### src/rtl/ks_pkg.sv
package ks_pkg;
  // register length and feedback positions (1-based)
  localparam int KS_W      = 7;
  localparam int KS_TAP_HI = 7;
  localparam int KS_TAP_LO = 6;
  localparam int KS_STAGES = 3;
  localparam logic [KS_W-1:0] KS_SEED0 = '1;

  // first output bit (1-based) of the window stage s hands to stage s+1
  function automatic int ks_win_first(input int s, input int w);
    return 1 + w * (s + 1);
  endfunction

  typedef enum logic {KS_IDLE = 1'b0, KS_RUN = 1'b1} ks_mode_e;
endpackage

### src/rtl/kstream_lfsr.sv
module kstream_lfsr #(
  parameter int W      = 7,
  parameter int TAP_HI = 7,
  parameter int TAP_LO = 6
) (
  input  logic         clk,
  input  logic         rst_n,
  input  logic         load,
  input  logic [W-1:0] seed,
  input  logic         adv,
  output logic         out_bit
);
  logic [W-1:0] r_q, r_d;

  always_comb begin
    r_d = r_q;
    if (load) begin
      r_d = seed;
    end else if (adv) begin
      r_d = {r_q[W-2:0], r_q[TAP_HI-1] ^ r_q[TAP_LO-1]};
    end
  end

  always_ff @(posedge clk or negedge rst_n) begin
    if (!rst_n) begin
      r_q <= '0;
    end else if (load || adv) begin
      r_q <= r_d;
    end
  end

  assign out_bit = r_q[W-1];
endmodule

### src/rtl/kstream_win.sv
module kstream_win #(
  parameter int W = 7
) (
  input  logic         clk,
  input  logic         rst_n,
  input  logic         shift,
  input  logic         bit_in,
  output logic [W-2:0] hist
);
  logic [W-2:0] hist_d;

  always_comb begin
    hist_d = {hist[W-3:0], bit_in};
  end

  always_ff @(posedge clk or negedge rst_n) begin
    if (!rst_n) begin
      hist <= '0;
    end else if (shift) begin
      hist <= hist_d;
    end
  end
endmodule

### src/rtl/kstream_seq.sv
module kstream_seq
  import ks_pkg::*;
#(
  parameter int N     = KS_STAGES,
  parameter int W     = KS_W,
  parameter int STG_W = $clog2(N),
  parameter int CNT_W = $clog2(W * N + 1)
) (
  input  logic             clk,
  input  logic             rst_n,
  input  logic             start,
  output logic [N-1:0]     load_vec,
  output logic [N-1:0]     adv_vec,
  output logic             cap_shift,
  output logic [STG_W-1:0] cap_sel,
  output logic             ready
);
  ks_mode_e         mode_q, mode_d;
  logic [STG_W-1:0] stg_q, stg_d;
  logic [CNT_W-1:0] cnt_q, cnt_d;

  always_comb begin
    mode_d    = mode_q;
    stg_d     = stg_q;
    cnt_d     = cnt_q;
    load_vec  = '0;
    adv_vec   = '0;
    cap_shift = 1'b0;
    if (start) begin
      mode_d      = KS_RUN;
      stg_d       = '0;
      cnt_d       = CNT_W'(1);
      load_vec[0] = 1'b1;
    end else if (mode_q == KS_RUN) begin
      for (int i = 0; i < N; i++) begin
        if (stg_q == STG_W'(i)) begin
          adv_vec[i] = 1'b1;
          if (i < N - 1) begin
            if (cnt_q >= CNT_W'(ks_win_first(i, W)) &&
                cnt_q <  CNT_W'(ks_win_first(i, W) + W - 1)) begin
              cap_shift = 1'b1;
            end
            if (cnt_q == CNT_W'(ks_win_first(i, W) + W - 1)) begin
              load_vec[(i + 1) % N] = 1'b1;
              stg_d = STG_W'((i + 1) % N);
              cnt_d = CNT_W'(1);
            end else begin
              cnt_d = cnt_q + 1'b1;
            end
          end
        end
      end
    end
  end

  always_ff @(posedge clk or negedge rst_n) begin
    if (!rst_n) begin
      mode_q <= KS_IDLE;
      stg_q  <= '0;
      cnt_q  <= '0;
    end else begin
      mode_q <= mode_d;
      stg_q  <= stg_d;
      cnt_q  <= cnt_d;
    end
  end

  assign cap_sel = stg_q;
  assign ready   = (mode_q == KS_RUN) && (stg_q == STG_W'(N - 1));
endmodule

### src/rtl/kstream_cipher.sv
module kstream_cipher
  import ks_pkg::*;
#(
  parameter int N      = KS_STAGES,
  parameter int W      = KS_W,
  parameter int TAP_HI = KS_TAP_HI,
  parameter int TAP_LO = KS_TAP_LO
) (
  input  logic clk,
  input  logic rst_n,
  input  logic start,
  input  logic din,
  input  logic din_valid,
  output logic key_bit,
  output logic cipher_bit,
  output logic ready
);
  localparam int STG_W = $clog2(N);
  localparam int CNT_W = $clog2(W * N + 1);

  logic [N-1:0]     load_vec, adv_vec, stage_out;
  logic             cap_shift, cap_in;
  logic [STG_W-1:0] cap_sel;
  logic [W-2:0]     win_hist;

  kstream_seq #(.N(N), .W(W), .STG_W(STG_W), .CNT_W(CNT_W)) u_seq (
    .clk(clk), .rst_n(rst_n), .start(start),
    .load_vec(load_vec), .adv_vec(adv_vec),
    .cap_shift(cap_shift), .cap_sel(cap_sel), .ready(ready)
  );

  assign cap_in = stage_out[cap_sel];

  kstream_win #(.W(W)) u_win (
    .clk(clk), .rst_n(rst_n), .shift(cap_shift),
    .bit_in(cap_in), .hist(win_hist)
  );

  for (genvar g = 0; g < N; g++) begin : g_stage
    logic [W-1:0] seed;
    if (g == 0) begin : g_fixed
      assign seed = KS_SEED0;
    end else begin : g_chain
      assign seed = {win_hist, stage_out[g-1]};
    end
    kstream_lfsr #(.W(W), .TAP_HI(TAP_HI), .TAP_LO(TAP_LO)) u_lfsr (
      .clk(clk), .rst_n(rst_n), .load(load_vec[g]), .seed(seed),
      .adv(adv_vec[g]), .out_bit(stage_out[g])
    );
  end

  assign key_bit    = ready & stage_out[N-1];
  assign cipher_bit = (ready & din_valid) ? (din ^ key_bit) : 1'b0;
endmodule

### config.mk
export PLATFORM = sky130hd
export DESIGN_NAME = kstream_cipher
export DESIGN_NICKNAME = d
export VERILOG_FILES = /design/src/rtl/ks_pkg.sv /design/src/rtl/kstream_lfsr.sv /design/src/rtl/kstream_win.sv /design/src/rtl/kstream_seq.sv /design/src/rtl/kstream_cipher.sv
export SDC_FILE = /design/constraint.sdc
export NUM_CORES = 1
export LEC_CHECK = 0
export BUFFER_PORTS_ARGS = -buffer_cell sky130_fd_sc_hd__buf_4
export CORE_MARGIN = 2
export CORE_UTILIZATION = 45
export DETAILED_ROUTE_END_ITERATION = 8
export PLACE_DENSITY = 0.64
export SLEW_MARGIN = 5
export SYNTH_ARGS = -nofsm -noshare
export SYNTH_HDL_FRONTEND = slang
export SYNTH_SLANG_ARGS = --single-unit
### constraint.sdc
create_clock -name clk -period 2.1 [get_ports clk]
set_input_delay 0.21 -clock clk [delete_from_list [all_inputs] [get_ports clk]]
set_output_delay 0.21 -clock clk [all_outputs]
set_load 0.02 [all_outputs]
==> results of run 1 <==
[flip-flops by register name, indices dropped and copies added, names as in the netlist]
register / count
g_stage.u_lfsr.r_q: 21
u_win.hist: 6
u_seq.cnt_q: 5
u_seq.cap_sel: 2
u_seq.mode_q: 1
[cells in the final DEF, fill, tap and decap left out, types with 2 or more instances in the layout]
master     synthesis  routed
bufinv_16          0       2
nor2_1             5       5
a211o_1            6       6
o21ai_0           13      13
a21oi_1            2       2
and3_1             2       2
nand2b_1           3       3
clkbuf_8           0       5
nor2_2             2       2
a21o_1             7       7
xor2_1             2       2
nor2b_1            6       6
nand2_1           14      14
ha_1               4       2
nor3_1             2       2
mux2_2             8       6
inv_1              4       4
mux2_4             0       2
or2_2              2       2
a22o_1             7       7
and2_1             2       2
buf_4              0      18
ha_2               0       2
xnor2_1            2       2
dfrtp_1           35      35
nand4b_1           2       2
o31ai_1            2       2
mux2i_1            8       8
nand3b_1           3       3
[metal layers]
layer / wire length [µm] / vias to the layer above / part of all wire
li1: - / 636 / -
met1: 1586 / 641 / 0.46
met2: 1660 / 30 / 0.48
met3: 153 / 9 / 0.044
met4: 76 / 0 / 0.022
met5: 0 / - / 0
[critical path, stage by stage, from the launching register on]
cell	delay, ps
dfrtp_1	410
ha_2	190
and3_1	180
ha_2	180
o32ai_1	170
and4b_4	300
nor4_4	40
buf_6	140
mux2_4	290
[per-stage QoR]
step | utilization | setup slack [ps]
CTS | 0.5374 | 4.074
global placement | 0.4962 | 41.45
finish | 0.5444 | 94.36
detailed placement | 0.4962 | -61.46
floorplan | - | 81.35
global route | 0.5444 | 42.17
[power groups by stage]
stage	combinational, W	clock (W)	sequential [W]
finish	0.000118	0.000725	0.000747
CTS	0.000112	0.000743	0.000746
global placement	0.000102	0	0.000758
floorplan	0.0000645	0	0.000745
global route	0.000129	0.000775	0.000753
detailed placement	0.000106	0	0.000759
[layout make-up]
cell class / count / area (µm²)
Fill cell: 352 / 1783
Multi-Input combinational cell: 118 / 884.6
Sequential cell: 35 / 875.8
Timing Repair Buffer: 20 / 156.4
Clock buffer: 5 / 68.82
Clock inverter: 3 / 67.56
Tap cell: 50 / 62.56
Inverter: 4 / 15.01
[path summary, 6_finish.rpt]
kind	to	cells after the start	startpoint	slack, ps
worst max-delay path	u_win.hist[4]	8	u_seq.cnt_q[0]	90
worst min-delay path	u_seq.cap_sel[0]	2	start	250
worst max register to register	u_win.hist[4]	8	u_seq.cnt_q[0]	90
worst min register to register	g_stage[0].u_lfsr.r_q[4]	1	g_stage[0].u_lfsr.r_q[3]	480
max in group asynchronous	g_stage[0].u_lfsr.r_q[3]	2	rst_n	1370
min in group asynchronous	u_seq.cnt_q[4]	2	rst_n	410
[Yosys cell counts, types with 3 or more instances]
cell / instances
nand3b_1: 3
inv_1: 4
dfrtp_1: 35
nand2_1: 14
mux2i_1: 8
buf_2: 8
o21ai_0: 13
mux2_2: 8
a22o_1: 7
a211o_1: 6
nor2b_1: 6
nand2b_1: 3
nor2_1: 5
ha_1: 4
a21o_1: 7
[repair_timing]
action / 4_1_cts / 5_1_grt
buffers inserted: 2 / 1
hold buffers: 1 / 0
resized for setup: 0 / 6
pin swaps: 1 / 3
setup endpoints to repair: 6 / 7
endpoints found under the hold margin: 35 / 0
[logic make-up after synthesis]
group           share of synthesized area
fa+ha+maj                         0.02776
xor+xnor                          0.01943
simple gates                       0.1742
flops                              0.4858
mux                               0.09438
compound gates                     0.1659
buf+inv                           0.03261
==> load_flow_metrics.sql, run 1 <==
INSERT INTO impl_metrics (metric_group, metric, value, unit) VALUES
('layout', 'antenna_cells_inserted', '0', ''),
('power', 'fin_total_pwr', '0.001589', 'W'),
('placement', 'dp.cells', '223', ''),
('detailed_routing', 'vias_per_cell', '5.600', ''),
('yosys', 'post-synth-top-area-fraction', '0.4858', ''),
('yosys', 'synth_enable_flop_cells', '0', ''),
('clock_tree', 'clock_sinks', '35', ''),
('detailed_routing', 'dr_total_vias', '1316', ''),
('placement', 'routabilityCongestion', '0.7521', ''),
('worst_setup_path', 'critical_path_peak_fanout', '6', ''),
('global_route', 'grt_overflow_total', '0', ''),
('floorplan', 'row_count', '23', ''),
('sta', 'fin_hold_ws', '251.3', 'ps'),
('floorplan', 'placeableCoreArea', '0.003914', 'mm²'),
('global_route', 'gr-usage-met1', '0.2264', ''),
('clock_tree', 'cts_buffer_depth', '2', ''),
('yosys', 'synth_top_area_cell', 'dfrtp_1', ''),
('sta', 'setup_viol', '0', ''),
('detailed_routing', 'detail_route.wl_per_cell', '14.80', 'µm'),
('clock_tree', 'root_buffer', 'clkbuf_8', ''),
('sta', 'actual_transition_at_the_worst_max_transition_pin', '517.7', 'ps'),
('sta', 'hold_viol_final', '0', ''),
('global_route', 'groute.layer.met3.usage', '0.04167', ''),
('power', 'switching_power', '0.0003462', 'W'),
('clock_tree', 'clock_tree.htree_level_count', '2', ''),
('global_route', 'grtUsageTotal', '0.1783', ''),
('power', 'share_clk_of_total_power', '0.456', ''),
('clock_tree', 'tritoncts.num_buffers', '5', ''),
('yosys', 'postSynthAreaPerCell', '10.86', 'µm²'),
('floorplan', 'starting_density', '0.4607', ''),
('placement', 'dp_hpwl', '2381', 'µm'),
('detailed_routing', 'ant_nets', '0', ''),
('status', 'outcome', 'finished, final reports clean', ''),
('global_route', 'routing_usage_on_met2', '0.2834', ''),
('sta', 'totalNegativeSetupSlack', '0', 'ps'),
('power', 'power_switching_share', '0.2179', ''),
('detailed_routing', 'dr.first_iter.drc_count', '66', ''),
('placement', 'place.port_buffers', '7', ''),
('yosys', 'syn_nets', '175', ''),
('worst_setup_path', 'timing.setup.critical_path_class', 'reg2reg', ''),
('floorplan', 'floorplan.die.width', '67.30', 'µm'),
('global_route', 'grt_antenna_before_repair', '0', ''),
('layout', 'layout-drive-gt1-share', '0.2486', ''),
('layout', 'area.growth.synth_to_final', '18.18', '%'),
('sta', 'fin_skew', '8.547', 'ps'),
('floorplan', 'dieArea', '0.004529', 'mm²'),
('yosys', 'yosys-top-cells-area', 'dfrtp_1 (49%), mux2_2 (5.0%), mux2i_1 (4.4%), o21ai_0 (3.6%), a22o_1 (3.4%)', ''),
('worst_setup_path', 'cp-end-kind', 'flop', ''),
('sta', 'timing.slew.headroom', '0.6545', ''),
('yosys', 'synth.distinct_cells', '40', ''),
('worst_setup_path', 'crit_required', '2280', 'ps'),
('min_path', 'min_path_type', 'in2reg', ''),
('power', 'leakage_power', '1.034', 'nW'),
('global_route', 'grt_pass1_wl', '5996', 'µm'),
('sta', 'drv_slew', '0', ''),
('yosys', 'synth_seq_area_share', '0.4858', ''),
('global_route', 'grt-busiest-layer', 'met2', ''),
('clock_tree', 'tritoncts_clock_tree', 'built', ''),
('layout', 'final_area', '0.002131', 'mm²'),
('placement', 'placement_stage_cell_area', '0.001942', 'mm²'),
('sta', 'period_needed', '2006', 'ps'),
('yosys', 'synth.yosys.warnings', '0', ''),
('power', 'power_per_cell_area', '745.6', 'mW/mm²'),
('clock_tree', 'clock_pin_slew_on_the_worst_setup_and_hold_paths', '80', 'ps'),
('floorplan', 'die_y', '67.30', 'µm'),
('power', 'cellInternalPower', '0.001242', 'W'),
('layout', 'post_layout_nonfiller_instances', '235', ''),
('sta', 'max_clock_freq', '498.6', 'MHz'),
('detailed_routing', 'routed_wirelength', '3477', 'µm'),
('global_route', 'grt_max_degree', '36', ''),
('worst_setup_path', 'timing.critical_path.arrival', '2180', 'ps');
Power figures use the tool's default switching activity.
==> inputs of run 2 (changes only) <==
--- a/config.mk
+++ b/config.mk
@@ -5,11 +5,12 @@
 export SDC_FILE = /design/constraint.sdc
 export NUM_CORES = 1
 export LEC_CHECK = 0
-export BUFFER_PORTS_ARGS = -buffer_cell sky130_fd_sc_hd__buf_4
+export BUFFER_PORTS_ARGS = -buffer_cell sky130_fd_sc_hd__buf_2
 export CORE_MARGIN = 2
 export CORE_UTILIZATION = 45
 export DETAILED_ROUTE_END_ITERATION = 8
 export PLACE_DENSITY = 0.64
+export REMOVE_ABC_BUFFERS = 1
 export SLEW_MARGIN = 5
 export SYNTH_ARGS = -nofsm -noshare
 export SYNTH_HDL_FRONTEND = slang
==> run 2 against run 1 <==
Effect of this change:
- the flow now finishes with violations (hold timing)
- routed wire length rose by 4.3%
- register-to-register slack is essentially flat
- worst hold slack got worse by 270 ps
- sequential share of layout area increased by 1.1 points
- sequential power shrank 0.5%
- global-route usage rose by 1.1 points
- critical endpoint is now g_stage[1].u_lfsr.r_q[4]
==> load_flow_metrics.sql, run 2 (synthesis results as in run 1) <==
INSERT INTO impl_metrics (metric_group, metric, value, unit) VALUES
('clock_tree', 'clock_sinks', '35', ''),
('global_route', 'grt_max_degree', '36', ''),
('clock_tree', 'hold_buffers', '0', ''),
('floorplan', 'starting_density', '0.4607', ''),
('power', 'leakage_power', '1.010', 'nW'),
('sta', 'drv_slew', '0', ''),
('detailed_routing', 'detail_route.wl_per_cell', '15.56', 'µm'),
('floorplan', 'die_y', '67.30', 'µm'),
('status', 'outcome', 'complete, but fails checks', ''),
('layout', 'largest-register', 'g_stage.u_lfsr.r_q', ''),
('worst_setup_path', 'reg2reg_setup_slack', '100', 'ps'),
('layout', 'postLayoutCoreUtil', '0.5297', ''),
('floorplan', 'floorplan.die.width', '67.30', 'µm'),
('clock_tree', 'tritoncts.num_buffers', '5', ''),
('floorplan', 'row_count', '23', ''),
('sta', 'final_min_period_over_clock_period', '0.9523', ''),
('detailed_routing', 'post-route-drc-count', '0', ''),
('layout', 'antenna_cells_inserted', '0', ''),
('worst_setup_path', 'timing.critical_path.arrival', '2210', 'ps'),
('global_route', 'grt_overflow_total', '0', ''),
('layout', 'post_layout_nonfiller_instances', '233', ''),
('global_route', 'first_global_vias', '1294', ''),
('floorplan', 'dieArea', '0.004529', 'mm²'),
('power', 'irDropWorstVdd', '0.4905', 'mV'),
('layout', 'area.growth.synth_to_final', '14.99', '%'),
('sta', 'actual_transition_at_the_worst_max_transition_pin', '872.9', 'ps'),
('clock_tree', 'root_buffer', 'clkbuf_8', ''),
('worst_setup_path', 'critical_path_peak_fanout', '8', ''),
('status', 'failing_checks', 'hold timing', ''),
('detailed_routing', 'vias_per_cell', '5.545', ''),
('placement', 'dp_hpwl', '2427', 'µm'),
('placement', 'place.port_buffers', '7', ''),
('floorplan', 'placeableCoreArea', '0.003914', 'mm²'),
('sta', 'fin_hold_ws', '-14.57', 'ps'),
('detailed_routing', 'dr_total_vias', '1292', ''),
('placement', 'routabilityCongestion', '0.7431', ''),
('min_path', 'min_path_type', 'in2async', ''),
('power', 'power_per_cell_area', '712.0', 'mW/mm²'),
('worst_setup_path', 'crit_required', '2310', 'ps'),
('global_route', 'grtUsageTotal', '0.1895', ''),
('job', 'max-cap-violations', '0', ''),
('layout', 'net_total_in_the_final_layout', '191', ''),
('sta', 'grt_setup_unrepaired', 'yes', ''),
('worst_setup_path', 'worstSetupStartpointType', 'flop', ''),
('detailed_routing', 'dr.first_iter.drc_count', '42', ''),
('sta', 'fin_skew', '5.972', 'ps'),
('clock_tree', 'worst_skew_pair.late_latency', '300', 'ps'),
('floorplan', 'floorplan.io_pins', '8', ''),
('detailed_routing', 'first_pass_iters', '4', ''),
('layout', 'largest_register_ff_count', '21', ''),
('clock_tree', 'tritoncts_clock_tree', 'built', ''),
('sta', 'timing.slew.headroom', '0.4136', ''),
('placement', 'dp.cells', '222', ''),
('detailed_routing', 'ant_nets', '0', ''),
('layout', 'largest_registers_ranked_by_flip_flop_count', 'g_stage.u_lfsr.r_q: 21 flops, u_win.hist: 6 flops, u_seq.cnt_q: 5 flops', ''),
('sta', 'setup_viol', '0', ''),
('clock_tree', 'clock_pin_slew_on_the_worst_setup_and_hold_paths', '80', 'ps'),
('worst_setup_path', 'cp-end-kind', 'flop', ''),
('sta', 'period_needed', '2000', 'ps'),
('layout', 'mostFrequentLayoutCell', 'dfrtp_1', ''),
('layout', 'most-common-layout-cells', 'dfrtp_1 (35), nand2_1 (14), o21ai_0 (10), buf_4 (10), mux2i_1 (8)', ''),
('sta', 'hold_viol_final', '35', ''),
('detailed_routing', 'routed_wirelength', '3625', 'µm'),
('sta', 'max_clock_freq', '500.0', 'MHz'),
('clock_tree', 'clock_tree.htree_level_count', '2', ''),
('global_route', 'grt_antenna_before_repair', '0', ''),
('clock_tree', 'cts_buffer_depth', '2', ''),
('worst_setup_path', 'timing.setup.critical_path_class', 'reg2reg', ''),
('layout', 'layout-drive-gt1-share', '0.2514', ''),
('global_route', 'grt_pass1_wl', '6223', 'µm');
run 2: area by class of cell:
| class | count | area (µm²) |
|---|---|---|
| sequential | 35 | 875.8 |
| fill | 352 | 1841 |
| multi-input combinational | 118 | 885.9 |
| clock inverter | 3 | 43.79 |
| tap | 50 | 62.56 |
| clock buffer | 5 | 68.82 |
| inverter | 4 | 15.01 |
| timing repair buffer | 18 | 121.4 |
run 2: stage by stage:
| stage | power, W | TNS (ps) | area [µm²] | setup WS (ps) | hold slack, ps |
|---|---|---|---|---|---|
| 6_report | 0.001476 | 0 | 2073 | 100.2 | -14.57 |
| 3_3_place_gp | 0.0008565 | 0 | 1917 | 68.39 | 321.9 |
| 5_1_grt | 0.001537 | -113.0 | 2073 | -60.79 | 42.99 |
| 3_5_place_dp | 0.0008620 | -3.489 | 1917 | -2.086 | 332.9 |
| 2_1_floorplan | 0.0008017 | 0 | 1759 | 80.96 | -85.59 |
| 4_1_cts | 0.001486 | 0 | 2037 | 18.46 | 12.76 |
run 2: power breakdown:
group / total, W / internal [W] / switching (W)
registers: 0.000743 / 0.000708 / 0.0000353
logic: 0.000113 / 0.0000558 / 0.0000573
clock network: 0.000620 / 0.000353 / 0.000266
run 2: routing by layer:
layer,vias to the layer above,GRT usage,share of wire
li1,626,-,-
met1,641,0.2537,0.47
met2,20,0.2834,0.48
met3,5,0.05667,0.038
met4,0,0.08418,0.015
met5,-,0,0
run 2: worst max-delay path, cell delays in order (launching register included):
cell,delay [ps]
dfrtp_1,390
buf_4,140
buf_4,130
inv_1,90
ha_1,170
nand4b_1,130
or4_4,530
mux2i_1,150
o21ai_0,180
run 2: path summary, 6_finish.rpt:
check / from / to / cells after the start
setup / recovery: u_seq.cnt_q[0] / g_stage[1].u_lfsr.r_q[4] / 8
hold / removal: rst_n / g_stage[2].u_lfsr.r_q[6] / 1
setup reg to reg: u_seq.cnt_q[0] / g_stage[1].u_lfsr.r_q[4] / 8
hold reg to reg: g_stage[2].u_lfsr.r_q[3] / g_stage[2].u_lfsr.r_q[3] / 1
max in group asynchronous: rst_n / u_seq.cnt_q[2] / 1
min in group clk: start / u_seq.cap_sel[0] / 2
run 2: what timing repair did:
action,in CTS,in global routing
gates resized for setup,0,9
pin swaps,1,3
setup endpoints to repair,4,13
buffers inserted,1,2
gates cloned,0,0
